### config.mk
export PLATFORM = sky130hd
export DESIGN_NAME = clk_src_switch
export DESIGN_NICKNAME = d
export VERILOG_FILES = /design/src/rtl/clk_src_pkg.sv /design/src/rtl/ckss_startup.sv /design/src/rtl/ckss_handoff.sv /design/src/rtl/ckss_seq.sv /design/src/rtl/clk_src_switch.sv
export SDC_FILE = /design/constraint.sdc
export NUM_CORES = 1
export LEC_CHECK = 0
export BUFFER_PORTS_ARGS = -buffer_cell sky130_fd_sc_hd__buf_2
export CAP_MARGIN = 40
export CORE_MARGIN = 2
export CORE_UTILIZATION = 40
export DETAILED_ROUTE_END_ITERATION = 16
export PLACE_DENSITY = 0.65
export SLEW_MARGIN = 25
export SYNTH_ARGS = -nofsm -noshare
export SYNTH_HDL_FRONTEND = slang
export SYNTH_SLANG_ARGS = --single-unit
export TNS_END_PERCENT = 5
### constraint.sdc
create_clock -name clk -period 4.4 [get_ports clk]
set_input_delay 0.22 -clock clk [delete_from_list [all_inputs] [get_ports clk]]
set_output_delay 0.22 -clock clk [all_outputs]
set_load 0.05 [all_outputs]
### src/rtl/clk_src_pkg.sv
// Shared types for the clock source switch controller.
package clk_src_pkg;
    localparam int NSRC = 3;

    // Bit positions inside the one-hot source vectors.
    typedef enum int {
        SRC_PRI = 0,
        SRC_SEC = 1,
        SRC_RC  = 2
    } src_idx_e;

    // Decode the 2-bit source code: bit 1 set means RC, bit 0 is then ignored.
    function automatic logic [NSRC-1:0] code_to_onehot(input logic [1:0] code);
        if (code[1])      return 3'b100;
        else if (code[0]) return 3'b010;
        else              return 3'b001;
    endfunction
endpackage

### src/rtl/ckss_startup.sv
// Primary start-up timer: counts primary ticks while the primary is enabled,
// first the oscillator start-up interval, then (if pll_en) the PLL lock interval.
// Assumes tick is a one-cycle pulse per primary edge in the clk domain.
module ckss_startup #(
    parameter int OST_CYCLES = 1024,
    parameter int PLL_CYCLES = 4096
) (
    input  logic clk,
    input  logic rst_n,
    input  logic osc_en,
    input  logic tick,
    input  logic pll_en,
    output logic done
);
    localparam int TOTAL = OST_CYCLES + PLL_CYCLES;
    localparam int CW    = $clog2(TOTAL + 1);

    logic [CW-1:0] cnt;
    logic [CW-1:0] limit;

    // Pick the target count for the current PLL setting.
    always_comb limit = pll_en ? CW'(TOTAL) : CW'(OST_CYCLES);

    // Count primary ticks; restart whenever the oscillator is switched off.
    always_ff @(posedge clk) begin
        if (!rst_n || !osc_en) cnt <= '0;
        else if (tick && (cnt < limit)) cnt <= cnt + 1'b1;
    end

    assign done = osc_en && (cnt >= limit);

    // the counter never runs past the longest interval.
    assert_cnt_bound_R7: assert property (@(posedge clk) disable iff (!rst_n)
        cnt <= CW'(TOTAL));
endmodule

### src/rtl/ckss_handoff.sv
// Per-source two-stage gate: req is sampled on this source's ticks, so the gate
// opens or closes only on this source's edges, two edges after req changes.
// Assumes tick keeps pulsing while the source is enabled.
module ckss_handoff (
    input  logic clk,
    input  logic rst_n,
    input  logic tick,
    input  logic req,
    output logic gate,
    output logic busy
);
    logic s1, s2;

    // Shift the request through two stages on the source's own ticks.
    always_ff @(posedge clk) begin
        if (!rst_n) begin
            s1 <= 1'b0;
            s2 <= 1'b0;
        end else if (tick) begin
            s1 <= req;
            s2 <= s1;
        end
    end

    assign gate = s2;
    assign busy = s1 | s2;
endmodule

### src/rtl/ckss_seq.sv
// Sequencer: holds the wanted source. The wanted source moves to the target
// only once the target is ready, so the old source keeps running meanwhile.
// Assumes the secondary and RC sources are ready whenever requested.
module ckss_seq
    import clk_src_pkg::*;
(
    input  logic            clk,
    input  logic            rst_n,
    input  logic [NSRC-1:0] target_oh,
    input  logic            pri_ready,
    output logic [NSRC-1:0] want
);
    logic target_ready;

    // Primary is ready after its timer; the other sources are ready at once.
    always_comb target_ready = target_oh[SRC_PRI] ? pri_ready : 1'b1;

    // Commit the target as wanted once it is ready; a new target re-arms this.
    always_ff @(posedge clk) begin
        if (!rst_n) want <= '0;
        else if (target_ready) want <= target_oh;
    end
endmodule

### src/rtl/clk_src_switch.sv
// Run-mode clock source switch controller (top).
// Stores the source code and idle bit, times primary start-up, and hands the
// device clock from one source to another without overlap or short pulses.
// Assumes each oscillator is presented as one-cycle ticks in the clk domain.
module clk_src_switch
    import clk_src_pkg::*;
#(
    parameter int OST_CYCLES = 1024,
    parameter int PLL_CYCLES = 4096
) (
    input  logic       clk,
    input  logic       rst_n,
    input  logic       cfg_wr,
    input  logic [1:0] cfg_sel,
    input  logic       cfg_idle,
    input  logic       pll_en,
    input  logic       wdt_en,
    input  logic       fscm_en,
    input  logic       tick_pri,
    input  logic       tick_sec,
    input  logic       tick_rc,
    output logic [1:0] sel_q,
    output logic       idle_q,
    output logic       pri_osc_en,
    output logic       sec_osc_en,
    output logic       rc_osc_en,
    output logic       osc_ready,
    output logic [2:0] active_src,
    output logic       sys_tick
);
    logic [NSRC-1:0] target_oh;
    logic [NSRC-1:0] want;
    logic [NSRC-1:0] gate;
    logic [NSRC-1:0] busy;
    logic [NSRC-1:0] ticks;
    logic            pri_ready;

    // Software-visible bits change only on a write strobe.
    always_ff @(posedge clk) begin
        if (!rst_n) begin
            sel_q  <= 2'b00;
            idle_q <= 1'b0;
        end else if (cfg_wr) begin
            sel_q  <= cfg_sel;
            idle_q <= cfg_idle;
        end
    end

    // Decode the stored code into the target source.
    always_comb target_oh = code_to_onehot(sel_q);

    // Gather ticks in source order.
    always_comb ticks = {tick_rc, tick_sec, tick_pri};

    // Oscillator enables: on while requested, wanted or still gated.
    always_comb begin
        pri_osc_en = target_oh[SRC_PRI] | want[SRC_PRI] | busy[SRC_PRI];
        sec_osc_en = target_oh[SRC_SEC] | want[SRC_SEC] | busy[SRC_SEC];
        rc_osc_en  = target_oh[SRC_RC]  | want[SRC_RC]  | busy[SRC_RC]
                   | wdt_en | fscm_en;
    end

    ckss_startup #(
        .OST_CYCLES(OST_CYCLES),
        .PLL_CYCLES(PLL_CYCLES)
    ) u_startup (
        .clk    (clk),
        .rst_n  (rst_n),
        .osc_en (pri_osc_en),
        .tick   (tick_pri),
        .pll_en (pll_en),
        .done   (pri_ready)
    );

    ckss_seq u_seq (
        .clk       (clk),
        .rst_n     (rst_n),
        .target_oh (target_oh),
        .pri_ready (pri_ready),
        .want      (want)
    );

    // One gate per source; a gate may start opening only when all others are idle.
    for (genvar i = 0; i < NSRC; i++) begin : g_gate
        logic others_busy;
        always_comb others_busy = |(busy & ~(NSRC'(1) << i));
        ckss_handoff u_handoff (
            .clk   (clk),
            .rst_n (rst_n),
            .tick  (ticks[i]),
            .req   (want[i] & ~others_busy),
            .gate  (gate[i]),
            .busy  (busy[i])
        );
    end

    assign active_src = gate;
    assign osc_ready  = gate[SRC_PRI];
    assign sys_tick   = |(gate & ticks);

    // never more than one engaged source.
    assert_onehot_active_R5: assert property (@(posedge clk) disable iff (!rst_n)
        $onehot0(active_src));

    // a source engages only after a cycle with nothing engaged.
    assert_break_before_make_R5: assert property (@(posedge clk) disable iff (!rst_n)
        (active_src != 3'b000 && active_src != $past(active_src))
        |-> $past(active_src) == 3'b000);

    // the primary engages only after its start-up timer has finished.
    assert_pri_after_startup_R2: assert property (@(posedge clk) disable iff (!rst_n)
        $rose(gate[SRC_PRI]) |-> pri_ready);

    // stored bits are stable without a write strobe.
    assert_cfg_stable_R10: assert property (@(posedge clk) disable iff (!rst_n)
        !cfg_wr |=> ($stable(sel_q) && $stable(idle_q)));
endmodule

=== Word-level counts from Yosys, hierarchy flattened ===
Index checks and enable logic that the tools add are counted.

* Register bits after elaboration: 25
* Word-level logic and storage cells: 44
* Output and inout port bits: 11

* Order comparisons: 2
* Add/subtract/negate cells: 1
* Reduce and logical (&&, ||, !) cells: 9
* Mux-type cells: 4
* Bitwise logic cells: 18

{| class="wikitable"
|+ Operator list
! kind !! number
|-
| adder 13 x 1 -> 13 bit, second input constant || 1
|-
| greater-or-equal comparator 13 bit || 1
|-
| < comparator 13 bit || 1
|-
| 2-to-1 mux 13 bit || 1
|-
| OR 1 bit || 11
|-
| OR reduction 2 bit || 3
|-
| bitwise AND 1 bit || 3
|-
| bitwise AND 3 bit || 1
|-
| 2-to-1 mux 3 bit || 1
|-
| inverter 1 bit || 3
|-
| OR reduction 3 bit || 1
|-
| logical AND 1 bit || 2
|-
| logical NOT 1 bit || 2
|-
| 2-to-1 mux 2 bit || 1
|-
| logical OR 1 bit || 1
|-
| 2-to-1 mux 1 bit || 1
|}

=== Logic depth before layout (Yosys ltp) ===
* Word-level depth: 6
* Gate-level depth with buffers: 7

=== Cells and area by module ===
From an unflattened synthesis, not the netlist that was laid out.

* Cell total of the unflattened synthesis: 133
* Area total of the unflattened synthesis: 1260.0 µm²

{| class="wikitable"
|+ By module, submodules not included
! module !! times used !! area an instance (µm²) !! cells each !! seq. area each (µm²)
|-
| ckss_startup || 1 || 709.4 || 78 || 260.2
|-
| ckss_handoff || 3 || 78.8 || 7 || 40.0
|-
| clk_src_switch || 1 || 195.2 || 23 || 60.1
|-
| ckss_seq || 1 || 118.9 || 11 || 60.1
|}

=== Least setup slack after synthesis ===
Ideal clock, no wire load.

* Path type: reg2reg
* Start point: register sel_q[0]
* End point: register u_startup.cnt[0]
* Setup slack: 2341 ps
* Data required time: 4283 ps
* Setup time: 117 ps
* Cell stages (with the launch flop): 6
* Arrival: 1942 ps
* Cells stage by stage: dfxtp_1 > nor2_1 > or4_1 > nand2_1 > buf_2 > nor2_1

* Word-level cells in the longest chain between the ends: 6

{| class="wikitable"
|+ Ends and longest elaborated chain
! item !! RTL line !! RTL
|-
| start: declaration || clk_src_switch.sv:22 || <nowiki>output logic [1:0] sel_q,</nowiki>
|-
| start signal: assignment || clk_src_switch.sv:44 || <nowiki>sel_q <= cfg_sel;</nowiki>
|-
| 2-to-1 mux 2 bit || clk_src_pkg.sv:15 || <nowiki>else if (code[0]) return 3'b010;</nowiki>
|-
| 2-to-1 mux 3 bit || clk_src_pkg.sv:14 || <nowiki>if (code[1]) return 3'b100;</nowiki>
|-
| OR 1 bit (2 in series) || clk_src_switch.sv:57 || <nowiki>pri_osc_en = target_oh[SRC_PRI] | want[SRC_PRI] | busy[SRC_PRI];</nowiki>
|-
| net pri_osc_en || clk_src_switch.sv:24 || <nowiki>output logic pri_osc_en,</nowiki>
|-
| logical NOT 1 bit || ckss_startup.sv:26 || <nowiki>if (!rst_n || !osc_en) cnt <= '0;</nowiki>
|-
| logical OR 1 bit || ckss_startup.sv:26 ||
|-
| end signal: assignment || ckss_startup.sv:27 || <nowiki>else if (tick && (cnt < limit)) cnt <= cnt + 1'b1;</nowiki>
|-
| end: declaration || ckss_startup.sv:18 || <nowiki>logic [CW-1:0] cnt;</nowiki>
|}

The timed path passes the listed nets, and every way through them passes these cells.
A chain may end at the register's enable or synchronous reset.

=== Worst setup path after layout ===
* Start point: register u_startup.cnt[12]
* End point: register u_startup.cnt[12]

* Word-level cells in the longest chain between the ends: 2
* Elaborated cells between the ends (all ways): 3
* Classes of those cells: add/sub: 1; order compare: 1; reduce/logical: 1

{| class="wikitable"
|+ Ends and longest elaborated chain
! item !! RTL line
|-
| < comparator 13 bit || ckss_startup.sv:27
|-
| logical AND 1 bit || ckss_startup.sv:27
|}

Parallel ways exist; a longest one is shown, timed or not.

==> metrics.md <==
| Metric | Value |
|---|---|
| Status | `complete, no violations` |
| Fillers | `282` |
| Die area | `3430 µm²` |
| # hold bufs at CTS | `0` |
| Fin nets | `163` |
| Multi-input gate area | `618 µm²` |
| Die Y | `58.5 µm` |
| Crit path buffers/inverters | `0` |
| Main combinational cell family by area after synthesis | `simple AND/OR/NAND/NOR gates` |
| Met1 GRT Util | `0.175` |
| Average vias per placed instance | `5.37` |
| Required @ worst endpoint | `4.66 ns` |
| Reg2reg setup slack | `2.52 ns` |
| Crit-path leading delay family | `simple AND/OR/NAND/NOR gates` |
| H-tree Lvls | `1` |
| Slew HR | `0.699` |
| Minimum clock period | `1.88 ns` |
| Max cap viols | `0` |
| Register area share after synthesis | `0.421` |
| Remaining Overflow, GRT | `0` |
| GRT Util Overall | `0.147` |
| CTS tree | `done` |
| FF+latch count, synth | `25` |
| Worst slew pin tran | `0.450 ns` |
| RSZ-0062 raised after global routing | `false` |
| Worst clock skew | `0.00553 ns` |
| Post-cts sizing count | `0` |
| First-pass GRT wire length | `3820 µm` |
| Syn Nets | `144` |
| Post-DP Area | `1290 µm²` |
| Final setup TNS | `0 ns` |
| Worst reg2reg path endpoint | `u_startup.cnt[12]` |
| Peak VDD IR | `0.176 mV` |
| Worst hold path type | `in2reg` |
| Antenna diodes | `0` |
| Netlist Area Pre-Place | `1190 µm²` |
| Chip width | `58.5 µm` |
| Global routing usage on met3 | `0.0286` |
| Worst skew pair latency | `0.32 ns` |
| Fraction of the mapped netlist area in adder cells | `0.0315` |
| Setup bufs post-CTS | `0` |
| Routed WL | `2180 µm` |
| XOR/XNOR Fraction of Synth Area | `0.0662` |
| Fin util | `0.473` |
| Longest Clk Path Bufs | `2` |
| Final period util | `0.427` |
| Leakage | `0.528 nW` |
| # DRC | `0` |
| Cts bufs inserted | `3` |
| Beginning of the worst hold path | `cfg_sel[1]` |
| Synth warnings | `0` |
| Met2 usage | `0.247` |
| Avg Cell Area, Syn | `9.22 µm²` |
| Layout cells sized above 1 | `0.190` |
| Cells after Synth | `129` |
| FF-to-FF Start | `u_startup.cnt[12]` |
| HPWL Detailed | `1650 µm` |
| Worst path max stage delay | `0.45 ns` |
| Routed Antenna Nets | `0` |
| Critical path capture point type | `register` |
| Critical path fanouts, max | `13` |
| Compound-Gate Fraction of Synth Area | `0.0873` |
| IO Port Bufs | `22` |
| Hold Crit Depth | `3` |
| Sequential cell area | `500 µm²` |
| Crit path DAT | `2.14 ns` |
| Vias | `956` |
| Crit-path slowest cell | `or3_4` |
| Top Ports | `23` |
| FF-to-FF path depth | `5` |
| Clock transition at path regs | `0.13 ns` |
| Hold endpoint | `sel_q[1]` |
| Startpoint Class | `register` |
| CP cell instances | `ha_1 > o21a_1 > or3_4 > or3_1 > a21oi_1` |
| Simple-gate area share of the yosys netlist | `0.275` |
| Clk sinks | `25` |
| Routability cong. | `0.710` |
| Max Slew Vio Count | `0` |
| Initial antenna violation count | `0` |
| FP Rows | `19` |
| Largest net degree at the start of global routing | `14` |
| Synth cell types | `34` |
| Finish-stage setup viols | `0` |
| First DRT Iteration DRCs | `31` |
| Max Freq | `533 MHz` |
| Vias in the first global route | `911` |
| Mux cell area share after synthesis | `0.0589` |
| Core area | `2780 µm²` |
| Fin area | `1320 µm²` |
| Wire length per cell | `12.2 µm` |
| Power Density | `296 nW/µm²` |
| Drt first pass iters | `4` |
| Hold Fails Final Rpt | `0` |
| Root Driver | `clkbuf_4` |
| Global-route layer with the greatest usage | `met2` |
| CP Class | `reg2reg` |
| Initial core utilization | `0.428` |
| Area Growth Syn to Fin | `10.6%` |
[layer usage]
layer  part of all wire  wire (µm)
met5                  0          0
met1               0.47       1040
met2               0.45        976
met4              0.022         47
met3              0.056        121
[sequential cells by signal, summed over array words and instances (netlist names)]
register	count
sel_q	2
u_seq.want	3
u_startup.cnt	13
g_gate.u_handoff.s1	3
g_gate.u_handoff.gate	3
idle_q	1
[where the power goes]
part | switching [mW] | internal [mW] | leakage [nW]
clock network | 0.0685 | 0.0356 | 0.0150
logic | 0.0337 | 0.0165 | 0.311
registers | 0.00461 | 0.231 | 0.203
[synthesized netlist by cell type]
cell / count / share of area
nor3_1: 1 / 0.0042
nor2b_1: 6 / 0.032
nand4b_1: 1 / 0.0074
buf_4: 4 / 0.025
a222oi_1: 1 / 0.0084
ha_1: 3 / 0.032
o311a_1: 1 / 0.0084
or3b_2: 1 / 0.0074
nand2_1: 6 / 0.019
a21boi_0: 3 / 0.019
nand4_1: 4 / 0.021
inv_1: 6 / 0.019
nor2_1: 14 / 0.044
a31oi_1: 1 / 0.0053
or3_1: 4 / 0.021
o21a_1: 2 / 0.013
dfxtp_1: 25 / 0.42
nor3b_1: 1 / 0.0063
a21oi_1: 4 / 0.017
nand2b_1: 3 / 0.016
or3_4: 1 / 0.0095
mux2i_1: 7 / 0.059
nor4_1: 3 / 0.016
buf_2: 2 / 0.0084
nand3b_4: 1 / 0.017
nor4b_1: 4 / 0.029
clkbuf_2: 1 / 0.0042
or4_1: 1 / 0.0063
clkbuf_1: 1 / 0.0032
nand3_1: 3 / 0.013
xor2_1: 2 / 0.015
xnor2_1: 7 / 0.052
o21ai_0: 4 / 0.017
and4_1: 1 / 0.0074
[layout by cell type (no fill, tap or decap), types with 2 or more instances in the layout]
cell type   n
dfxtp_1    25
buf_2      22
nor2_1     14
mux2i_1     7
xnor2_1     7
inv_1       6
nand2_1     6
nor2b_1     6
a21oi_1     4
o21ai_0     4
or3_1       4
nand4_1     4
nor4b_1     4
nor4_1      3
nand3_1     3
nand2b_1    3
a21boi_0    3
ha_1        3
clkbuf_4    3
o21a_1      2
xor2_1      2
[cell type report]
type                    instances  area share
repair buffers                 22      0.0837
inverters                       6      0.0171
flip-flops and latches         25       0.380
clock buffers                   4      0.0200
well taps                      31      0.0295
multi-input cells              90       0.470
[worst reg2reg max path, stage by stage (launching register included)]
cell	delay (ns)
dfxtp_1	0.35
ha_1	0.28
o21a_1	0.24
or3_4	0.45
or3_1	0.35
a21oi_1	0.14
[how the worst max path moves through the flow]
stage | start | end | slack, ns | cells past startpoint
final | u_startup.cnt[12] | u_startup.cnt[12] | 2.52 | 5
after global placement | pll_en | u_startup.cnt[12] | 2.58 | 7
after floorplan | sel_q[0] | u_startup.cnt[0] | 2.34 | 5
after CTS | u_startup.cnt[12] | u_startup.cnt[12] | 2.51 | 5
after detailed placement | pll_en | u_startup.cnt[12] | 2.52 | 7
after global routing | u_startup.cnt[12] | u_startup.cnt[12] | 2.41 | 5
[kinds of logic after synthesis]
family / Yosys count
simple gates: 55
fa+ha+maj: 3
compound gates: 16
xor+xnor: 9
flops: 25
buf+inv: 14
mux: 7
[per-stage QoR]
step	hold slack [ns]	total power, mW	setup WS (ns)	std cells
6_report	0.145	0.390	2.52	178
5_1_grt	0.168	0.409	2.41	178
4_1_cts	0.148	0.393	2.51	178
3_5_place_dp	0.487	0.292	2.52	174
3_3_place_gp	0.472	0.290	2.58	174
2_1_floorplan	0.374	0.278	2.34	129
No activity file was read; power rests on OpenSTA's default activity.
